File: src/rtl/pg_pkg.sv
package pg_pkg;
  typedef enum logic [2:0] {
    EXC_NONE  = 3'd0,
    EXC_ISEG  = 3'd1,
    EXC_DSEG  = 3'd2,
    EXC_ISTOR = 3'd3,
    EXC_DSTOR = 3'd4
  } exc_e;

  localparam int RT_RD = 0;
  localparam int RT_WR = 1;
  localparam int RT_EX = 2;

  localparam logic [31:0] CODE_SEG_NX  = 32'h1000_0000;
  localparam logic [31:0] CODE_NO_PAGE = 32'h4000_0000;
  localparam logic [31:0] CODE_PROT    = 32'h0800_0000;
  localparam logic [31:0] CODE_STORE   = 32'h0200_0000;
  localparam logic [31:0] CODE_KEY     = 32'h0020_0000;
endpackage

File: src/rtl/pg_pp_rights.sv
module pg_pp_rights (
  input  logic       key,
  input  logic [2:0] code,
  input  logic       pte_noexec,
  input  logic       pte_guard,
  input  logic       seg_noexec,
  output logic [2:0] rights
);
  logic [1:0] rw;

  always_comb begin
    rw = 2'b00;
    if (!key) begin
      case (code)
        3'd0, 3'd1, 3'd2: rw = 2'b11;
        3'd3, 3'd6:       rw = 2'b01;
        default:          rw = 2'b00;
      endcase
    end else begin
      case (code)
        3'd1, 3'd3: rw = 2'b01;
        3'd2:       rw = 2'b11;
        default:    rw = 2'b00;
      endcase
    end
  end

  // The execute rule deliberately grants on guarded or segment no-execute.
  assign rights = {(!pte_noexec) | pte_guard | seg_noexec, rw};
endmodule

File: src/rtl/pg_mask_rights.sv
module pg_mask_rights #(
  parameter int NUM_KEYS = 32,
  localparam int KEY_W  = $clog2(NUM_KEYS),
  localparam int MASK_W = 2 * NUM_KEYS
) (
  input  logic              mask_en,
  input  logic [KEY_W-1:0]  key,
  input  logic [MASK_W-1:0] mask_reg,
  output logic [2:0]        rights
);
  logic [1:0] pair [NUM_KEYS];
  logic [1:0] sel;

  // Key k lives at bit pair 2*(NUM_KEYS-1-k): key 0 is the top pair.
  for (genvar g = 0; g < NUM_KEYS; g++) begin : g_pair
    assign pair[g] = mask_reg[2*(NUM_KEYS-1-g) +: 2];
  end

  always_comb begin
    sel = 2'b00;
    for (int i = 0; i < NUM_KEYS; i++) begin
      if (key == KEY_W'(i)) sel = pair[i];
    end
  end

  assign rights = mask_en ? {1'b1, sel[1], sel[0]} : 3'b111;
endmodule

File: src/rtl/pg_fault_enc.sv
module pg_fault_enc
  import pg_pkg::*;
#(
  parameter int EA_W = 64
) (
  input  logic            is_fetch,
  input  logic            is_write,
  input  logic            seg_hit,
  input  logic            seg_noexec,
  input  logic            pte_found,
  input  logic [2:0]      pp_rights,
  input  logic [2:0]      mk_rights,
  input  logic [EA_W-1:0] ea,
  output logic            fault,
  output exc_e            exc,
  output logic [31:0]     err,
  output logic [31:0]     status,
  output logic [EA_W-1:0] addr,
  output logic [2:0]      rights
);
  logic [2:0] need;
  logic       pp_miss, mk_miss;

  always_comb begin
    need = 3'b000;
    if (is_fetch)      need[RT_EX] = 1'b1;
    else if (is_write) need[RT_WR] = 1'b1;
    else               need[RT_RD] = 1'b1;
  end

  assign pp_miss = |(need & ~pp_rights);
  assign mk_miss = |(need & ~mk_rights);

  always_comb begin
    fault  = 1'b0;
    exc    = EXC_NONE;
    err    = '0;
    status = '0;
    addr   = '0;
    rights = 3'b000;
    if (!seg_hit) begin
      fault = 1'b1;
      if (is_fetch) exc = EXC_ISEG;
      else begin
        exc  = EXC_DSEG;
        addr = ea;
      end
    end else if (is_fetch && seg_noexec) begin
      fault = 1'b1;
      exc   = EXC_ISTOR;
      err   = CODE_SEG_NX;
    end else if (!pte_found) begin
      fault = 1'b1;
      if (is_fetch) begin
        exc = EXC_ISTOR;
        err = CODE_NO_PAGE;
      end else begin
        exc    = EXC_DSTOR;
        status = is_write ? (CODE_NO_PAGE | CODE_STORE) : CODE_NO_PAGE;
        addr   = ea;
      end
    end else begin
      rights = pp_rights & mk_rights;
      if (pp_miss || mk_miss) begin
        fault = 1'b1;
        if (is_fetch) begin
          exc = EXC_ISTOR;
          err = CODE_PROT;
        end else begin
          exc    = EXC_DSTOR;
          status = (pp_miss ? CODE_PROT : 32'h0) | (is_write ? CODE_STORE : 32'h0)
                 | (mk_miss ? CODE_KEY : 32'h0);
          addr   = ea;
        end
      end
    end
  end
endmodule

File: src/rtl/page_guard.sv
module page_guard
  import pg_pkg::*;
#(
  parameter int EA_W     = 64,
  parameter int NUM_KEYS = 32,
  localparam int KEY_W  = $clog2(NUM_KEYS),
  localparam int MASK_W = 2 * NUM_KEYS
) (
  input  logic              clk,
  input  logic              rst,
  input  logic              req_valid,
  input  logic [1:0]        req_kind,
  input  logic [EA_W-1:0]   eff_addr,
  input  logic              priv_user,
  input  logic              xlate_ifetch_en,
  input  logic              xlate_data_en,
  input  logic              seg_hit,
  input  logic              seg_key_user,
  input  logic              seg_key_super,
  input  logic              seg_noexec,
  input  logic              pte_found,
  input  logic              pte_pp_hi,
  input  logic [1:0]        pte_pp_lo,
  input  logic              pte_noexec,
  input  logic              pte_guard,
  input  logic [KEY_W-1:0]  pte_key,
  input  logic              mask_en,
  input  logic [MASK_W-1:0] mask_reg,
  output logic              rsp_valid,
  output logic [2:0]        rights,
  output logic              fault,
  output logic [2:0]        exc_class,
  output logic [31:0]       err_code,
  output logic [31:0]       data_status,
  output logic [EA_W-1:0]   fault_addr,
  output logic [EA_W-1:0]   real_addr
);
  logic            is_fetch, is_write, bypass, sel_key;
  logic [2:0]      pp_r, mk_r, enc_rights;
  logic            enc_fault;
  exc_e            enc_exc;
  logic [31:0]     enc_err, enc_status;
  logic [EA_W-1:0] enc_addr, bypass_addr;

  assign is_fetch    = (req_kind == 2'd2);
  assign is_write    = (req_kind == 2'd1);
  assign bypass      = is_fetch ? !xlate_ifetch_en : !xlate_data_en;
  assign sel_key     = priv_user ? seg_key_user : seg_key_super;
  assign bypass_addr = {4'b0000, eff_addr[EA_W-5:0]};

  pg_pp_rights i_pp (
    .key        (sel_key),
    .code       ({pte_pp_hi, pte_pp_lo}),
    .pte_noexec (pte_noexec),
    .pte_guard  (pte_guard),
    .seg_noexec (seg_noexec),
    .rights     (pp_r)
  );

  pg_mask_rights #(.NUM_KEYS(NUM_KEYS)) i_mask (
    .mask_en  (mask_en),
    .key      (pte_key),
    .mask_reg (mask_reg),
    .rights   (mk_r)
  );

  pg_fault_enc #(.EA_W(EA_W)) i_enc (
    .is_fetch   (is_fetch),
    .is_write   (is_write),
    .seg_hit    (seg_hit),
    .seg_noexec (seg_noexec),
    .pte_found  (pte_found),
    .pp_rights  (pp_r),
    .mk_rights  (mk_r),
    .ea         (eff_addr),
    .fault      (enc_fault),
    .exc        (enc_exc),
    .err        (enc_err),
    .status     (enc_status),
    .addr       (enc_addr),
    .rights     (enc_rights)
  );

  always_ff @(posedge clk) begin
    if (rst) begin
      rsp_valid   <= 1'b0;
      rights      <= '0;
      fault       <= 1'b0;
      exc_class   <= EXC_NONE;
      err_code    <= '0;
      data_status <= '0;
      fault_addr  <= '0;
      real_addr   <= '0;
    end else begin
      rsp_valid <= req_valid;
      if (req_valid) begin
        if (bypass) begin
          rights      <= 3'b111;
          fault       <= 1'b0;
          exc_class   <= EXC_NONE;
          err_code    <= '0;
          data_status <= '0;
          fault_addr  <= '0;
          real_addr   <= bypass_addr;
        end else begin
          rights      <= enc_rights;
          fault       <= enc_fault;
          exc_class   <= enc_exc;
          err_code    <= enc_err;
          data_status <= enc_status;
          fault_addr  <= enc_addr;
          real_addr   <= '0;
        end
      end
    end
  end

  AST_RSP_FOLLOWS_REQ: assert property (@(posedge clk) disable iff (rst)
    req_valid |=> rsp_valid);
  AST_RSP_SINGLE: assert property (@(posedge clk) disable iff (rst)
    !req_valid |=> !rsp_valid);
  AST_HOLD_WITHOUT_STROBE: assert property (@(posedge clk) disable iff (rst)
    !req_valid |=> $stable(exc_class) && $stable(err_code) && $stable(rights)
                   && $stable(fault_addr));
  AST_BYPASS_FULL_RIGHTS: assert property (@(posedge clk) disable iff (rst)
    (req_valid && bypass) |=> (rights == 3'b111) && !fault);
  AST_FAULT_HAS_CLASS: assert property (@(posedge clk) disable iff (rst)
    fault == (exc_class != EXC_NONE));
  AST_FETCH_FAULT_NO_STATUS: assert property (@(posedge clk) disable iff (rst)
    (exc_class == EXC_ISTOR || exc_class == EXC_ISEG) |-> data_status == 32'h0);
endmodule

File: config.mk
export PLATFORM = sky130hd
export DESIGN_NAME = page_guard
export DESIGN_NICKNAME = d
export VERILOG_FILES = /design/src/rtl/pg_pkg.sv /design/src/rtl/pg_pp_rights.sv /design/src/rtl/pg_mask_rights.sv /design/src/rtl/pg_fault_enc.sv /design/src/rtl/page_guard.sv
export SDC_FILE = /design/constraint.sdc
export NUM_CORES = 1
export LEC_CHECK = 0
export BUFFER_PORTS_ARGS = -buffer_cell sky130_fd_sc_hd__buf_4
export CAP_MARGIN = 40
export CORE_AREA = 2 2 149 151
export CTS_BUF_LIST = sky130_fd_sc_hd__clkbuf_2
export CTS_CLUSTER_DIAMETER = 50
export CTS_CLUSTER_SIZE = 40
export DETAILED_ROUTE_END_ITERATION = 8
export DIE_AREA = 0 0 151 153
export PLACE_DENSITY = 0.78
export SLEW_MARGIN = 20
export SYNTH_ARGS = -nofsm -noshare
export SYNTH_HDL_FRONTEND = slang
export SYNTH_HIERARCHICAL = 1
export SYNTH_SLANG_ARGS = --single-unit
File: constraint.sdc
create_clock -name clk -period 7.3 [get_ports clk]
set_input_delay 1.095 -clock clk [delete_from_list [all_inputs] [get_ports clk]]
set_output_delay 1.095 -clock clk [all_outputs]
set_load 0.005 [all_outputs]
==> reports/results.tsv, run 1 <==
metric	value	unit
status	finished, final reports clean	
Layout Area Growth over Synthesis	31.2	%
DR vias/cell	5.49	
CTS HTree Levels	4	
worst min-delay path category	reg -> reg	
clk_lat worst skew	0.73	ns
slew margin rel.	44.1	%
pre-CTS setup slack	2.73	ns
dominant cell by count in the synthesized netlist	dfxtp_1	
routed len/inst	18.8	µm
Synth Register Bits	196	
grt ovf	0	
Worst EP arrival	4.48	ns
GP Congestion	0.870	
Psw	0.614	mW
Max Cap Viol	0	
Cell Rows	54	
worst setup path class	in -> reg	
Main synth FF type	dfxtp_1	
Synth area leader	dfxtp_1	
Post-CTS Setup Inserts	0	
Avg Inst Size Synth	10.8	µm²
final core utilization	51.7	%
Slew @ Worst Pin	0.839	ns
Root Buffer	clkbuf_2	
die area	23100	µm²
Sw Share	29.4	%
vias	7498	
detailed-placement wirelength estimate	18.2	mm
placed inst area	10800	µm²
Commonest cells post-synth	dfxtp_1 (196), a32o_1 (132), buf_4 (70)	
Die Ht	153	µm
Die X-Extent	151	µm
max-slew violations	0	
initial antenna violation count	1	
Ys Warns	6	
worst setup margin	3.49	ns
fmax	262	MHz
number of flops mapped to enable cells by yosys	0	
internal power	1.48	mW
CTS sink cnt	196	
total global-route track usage	21.4	%
drt first pass iters	5	
first-pass GRT wire length	39.5	mm
Setup Skew	0	ns
Initial DRC Count	512	
register area share after synthesis	46.3	%
final hold violations	0	
vias in the first global route	7166	
setup TNS	0	ns
critical path data required time	7.96	ns
main area contributors after synthesis	dfxtp_1 (46%), a32o_1 (16%), a22o_1 (6.2%)	
Reg clk slew, reported paths	0.29	ns
min cycle time layout	3.81	ns
Finished Cell Area	11100	µm²
drt drc	0	
synthesized area	8470	µm²
Power Density	188	nW/µm²
Synth cell types	63	
Core ar.	21500	µm²
Seq pwr share	54.6	%
combinational fraction of design power	17.3	%
maximum vdd drop	0.120	mV
I/O pins	352	
ratio of cells with drive above 1 in the final layout	37.9	%
Detail Route Antenna Nets	0	
Cells after Synth	782	
RSZ-0062 raised after global routing	no	
largest net degree at the start of global routing	76	
Yosys top cell area share	46.3	%
endpoints failing setup	0	
startpoint types	primary input	
leakage	4.88	nW
Num CTS Buffers	17	
Starting Density	39.4	%
Final #Nets	1225	
Post-synth ARST share	0	%
post-CTS sizing	0	
Tcrit/Tclk final	52.3	%
hold buffers post-CTS	0	
clock share of power	28.1	%
TritonCTS clock tree	done	
Buffers on Ports	347	
maximum root-to-sink buffer count	2	
endpoint class of the critical path	flip-flop	
final wirelength	25.7	mm
crit-path max FO	42	
-- logic make-up after synthesis --
kind of cell	Yosys count	synth area share [%]
and+or+nand+nor	140	10.7
buffers and inverters	157	11.9
DFF	196	46.3
muxes	17	2.61
other	3	0.133
AOI/OAI and AO/OA	269	28.4
-- sequential cells by signal, summed over array words and instances, names as in the netlist --
name	flops
data_status	32
err_code	32
exc_class	3
fault	1
fault_addr	64
real_addr	60
rights	3
rsp_valid	1
-- placed cells by master, fill, tap and decap left out, types with 3 or more instances in the layout --
cell type  instances
nor3b_1           62
buf_4            356
nand2_1           17
a22o_1            60
o21ai_0           14
clkinv_4           3
a21oi_1           13
nor2b_1            7
o22ai_1            3
nor3_1             6
inv_8              5
clkbuf_2          17
a31oi_1            5
a311oi_1           5
nor2_1            20
inv_1             11
nand2b_1           3
mux2_2             5
a2111oi_0          3
conb_1            62
mux2i_1            9
o21ai_1            4
nor3b_2            4
o211a_1            3
a32o_1           132
dfxtp_1          196
nand3_1            6
-- routing by layer --
metal / vias up / routed length [µm] / global-route usage (%)
li1: 3508 / - / -
met1: 3657 / 10600 / 27.3
met2: 297 / 12300 / 34.6
met3: 36 / 2420 / 7.67
met4: 0 / 425 / 5.21
met5: - / 0 / 0
-- layout make-up --
class / count / area [µm²]
Tap cell: 280 / 350
Clock buffer: 17 / 85.1
Inverter: 11 / 41.3
Timing Repair Buffer: 359 / 2740
Antenna cell: 1 / 2.50
Fill cell: 1975 / 10400
Sequential cell: 196 / 3920
Multi-Input combinational cell: 488 / 3780
Clock inverter: 15 / 188
-- worst paths after layout --
path,start,to,slack (ns),depth (start not counted)
max,pte_key[0],fault_addr[62]$_SDFFE_PP0P_,3.49,11
min,err_code[3]$_SDFFE_PP0P_,err_code[3]$_SDFFE_PP0P_,0.51,1
min reg2reg,err_code[3]$_SDFFE_PP0P_,err_code[3]$_SDFFE_PP0P_,0.51,1
max reg2reg,rights[2]$_SDFFE_PP0P_,rights[2]$_SDFFE_PP0P_,6.55,2
-- per-stage QoR --
stage	hold slack, ns	std cells	power [mW]
final	0.507	1367	2.09
after global placement	0.448	1331	1.51
after floorplan	0.466	841	1.37
after detailed placement	0.455	1334	1.52
after CTS	0.431	1366	2.12
after global routing	0.410	1367	2.20
-- critical path, cell delays in order --
cell	delay [ns]
buf_4	0.23
inv_1	0.36
o21ai_1	0.13
a2111oi_0	0.41
o21ai_1	0.14
a221oi_2	0.42
nand3b_4	0.14
a21oi_4	0.61
buf_4	0.54
nor3b_1	0.10
a32o_1	0.25
-- power by group through the flow --
stage,Combinational [mW],Clock [mW],Sequential [mW]
6_report,0.362,0.588,1.14
5_1_grt,0.393,0.659,1.15
4_1_cts,0.362,0.614,1.14
3_5_place_dp,0.361,0,1.16
3_3_place_gp,0.352,0,1.16
2_1_floorplan,0.205,0,1.16
Power figures use the tool's default switching activity.
==> inputs of run 2 (changes only) <==
- PLACE_DENSITY: 0.78 -> 0.8
- clock period: 7.3 -> 3.1 ns (I/O delays scaled with it)
==> run 2 against run 1 <==
Compared with the run above:
- power up 140%
- via count rose by 5.9%
- non-clock buffer count increased by 79
- combinational power rose to 2.6 times the previous value
- routed wire length up 4.6%
==> reports/results.tsv, run 2 (synthesized netlist as in run 1, its figures left out) <==
metric	value	unit	change
die area	23100	µm²	unchanged
Multi-input gate area	3780	µm²	unchanged
final wirelength	26.9	mm	+4.6%
Detail Route Antenna Nets	0		unchanged
largest net degree at the start of global routing	134		+76%
reg-to-reg endpoint	rights[0]$_SDFFE_PP0P_		
CP max-delay cell	a2111oi_0		
DR vias/cell	5.49		+0.12%
GP Congestion	0.923		+6.1%
ratio of cells with drive above 1 in the final layout	36.8	%	-1.1 points
crit-path cells	buf_4 -> a31oi_1 -> nor2_1 -> a2111oi_0 -> o21ai_1 -> a221oi_2 -> buf_4 -> nand2_1 -> nor2_1 -> inv_1 -> a311oi_1 -> dlygate4sd3_1		
Tcrit/Tclk final	82.2	%	
Final #Nets	1304		+6.4%
min cycle time layout	2.55	ns	
first-pass GRT wire length	41.2	mm	+4.2%
vias	7941		+5.9%
Cell Rows	54		unchanged
combinational fraction of design power	19.2	%	+1.9 points
Seq pwr share	54.1	%	-0.5 points
Buf+Inv Stages, Crit Path	4		+1
I/O pins	352		unchanged
drt drc	0		unchanged
routed len/inst	18.6	µm	-1.1%
placed inst area	11000	µm²	+1.5%
Sw Share	31.0	%	+1.6 points
Max Cap Viol	0		unchanged
leakage	5.23	nW	+7.3%
stages on the worst setup path	12		+1
Finished Cell Area	11900	µm²	+7.4%
Post-CTS Setup Inserts	0		unchanged
internal power	3.44	mW	+130%
slew margin rel.	55.7	%	+12 points
max-slew violations	0		unchanged
clock share of power	26.6	%	-1.5 points
Psw	1.54	mW	+150%
critical path data required time	3.81	ns	-4.15 ns
post-CTS sizing	0		unchanged
Die X-Extent	151	µm	unchanged
Starting Density	39.4	%	unchanged
Core ar.	21500	µm²	unchanged
max FFs per register	64		unchanged
FF/Latch Area	3920	µm²	unchanged
Root Buffer	clkbuf_2		
grt ovf	0		unchanged
crit-path max FO	18		-57%
endpoint class of the critical path	flip-flop		
CP Capture Point	rights[0]$_SDFFE_PP0P_		
worst min-delay path category	in -> reg		
worst r2r src	rights[0]$_SDFFE_PP0P_		
RSZ-0062 raised after global routing	no		
status	finished, final reports clean		
initial antenna violation count	1		unchanged
Power Density	417	nW/µm²	+120%
Die Ht	153	µm	unchanged
drt first pass iters	5		unchanged
worst reg2reg setup slack	1.82	ns	-4.73 ns
clk_lat worst skew	0.74	ns	about the same
detailed-placement wirelength estimate	18.1	mm	-0.77%
CTS HTree Levels	4		unchanged
Worst EP arrival	3.26	ns	-1.22 ns
total global-route track usage	22.2	%	+0.83 points
endpoints failing setup	0		unchanged
Layout Area Growth over Synthesis	40.9	%	
Initial DRC Count	545		+6.4%
Biggest register	fault_addr		
startpoint types	primary input		
Num CTS Buffers	17		unchanged
hold buffers post-CTS	63		+63
maximum vdd drop	0.245	mV	+100%
final hold violations	0		unchanged
vias in the first global route	7700		+7.5%
R2R depth	3		+1
most common cell after layout, fill and taps aside	buf_4		
number of fill cells	1864		-5.6%
biggest regs	fault_addr (64), real_addr (60)		
Buffers on Ports	347		unchanged
Top delay family on crit path	compound AO/OA/AOI/OAI gates		
Total Power	4.98	mW	+140%
Reg clk slew, reported paths	0.34	ns	+0.05 ns
most frequent cells in the layout	buf_4 (366), dfxtp_1 (196), a32o_1 (132)		
fmax	392	MHz	
Slowest Stage Delay on Critical Path	0.59	ns	-0.02 ns
TritonCTS clock tree	done		
maximum root-to-sink buffer count	2		unchanged
worst setup path class	in -> reg		
Setup Skew	0	ns	unchanged
CTS sink cnt	196		unchanged
Slew @ Worst Pin	0.664	ns	-0.175 ns
Critical Path Source	pte_key[1]		
run 2: cell types whose count changed in the layout (fill, tap and decap cells not counted):
cell and delta:
inv_8 -2, dlygate4sd3_1 +63, buf_4 +10, clkinv_1 -1, buf_12 +6, clkinv_8 +4, bufinv_16 -2, inv_12 +1
run 2: worst min path at each step:
stage	to	depth (start not counted)	slack (ns)	from
final	exc_class[2]$_SDFFE_PP0P_	3	0.12	pte_found
after global routing	fault_addr[61]$_SDFFE_PP0P_	3	0.03	eff_addr[61]
after CTS	data_status[30]$_SDFFE_PP0P_	3	0.03	pte_found
after detailed placement	fault_addr[4]$_SDFFE_PP0P_	1	0.46	fault_addr[4]$_SDFFE_PP0P_
after global placement	fault_addr[24]$_SDFFE_PP0P_	1	0.45	fault_addr[24]$_SDFFE_PP0P_
after floorplan	data_status[0]$_SDFFE_PP0P_	1	0.47	data_status[0]$_SDFFE_PP0P_
run 2: worst min-delay path: cells and delay by family:
kind / cells / cell delay [ns]
buffers and inverters: 1 / 0.13
AOI/OAI and AO/OA: 2 / 0.29
run 2: final cells by class:
class	count	share of cell area, %
antenna	1	0.0210
clock inverter	15	1.53
inverter	11	0.346
clock buffer	17	0.713
tap	280	2.94
sequential	196	32.9
timing repair buffer	438	29.9
multi-input combinational	488	31.7
run 2: per-stage QoR:
| stage | TNS (ns) | instances | utilization [%] | worst slack [ns] | hold WS, ns |
|---|---|---|---|---|---|
| CTS | 0 | 1444 | 55.4 | 0.764 | 0.0297 |
| detailed placement | 0 | 1349 | 51.2 | 0.0443 | 0.456 |
| global placement | -1.65 | 1349 | 51.2 | -0.0428 | 0.448 |
| finish | 0 | 1446 | 55.6 | 0.550 | 0.124 |
| floorplan | 0 | 841 | - | 0.327 | 0.466 |
| global route | 0 | 1446 | 55.6 | 0.502 | 0.0310 |
run 2: layer usage:
metal / vias to the layer above / wire (µm) / GRT usage, %
met5: - / 0 / 0
met4: 0 / 682 / 7.61
met3: 49 / 2410 / 6.27
met2: 357 / 12800 / 36.0
met1: 3858 / 10900 / 28.4
li1: 3677 / - / -
run 2: power by group through the flow:
| stage | logic, mW | registers (mW) | clock network, mW |
|---|---|---|---|
| 6_report | 0.958 | 2.69 | 1.32 |
| 2_1_floorplan | 0.484 | 2.74 | 0 |
| 5_1_grt | 1.03 | 2.71 | 1.48 |
| 4_1_cts | 0.947 | 2.69 | 1.38 |
| 3_3_place_gp | 0.869 | 2.73 | 0 |
| 3_5_place_dp | 0.879 | 2.73 | 0 |
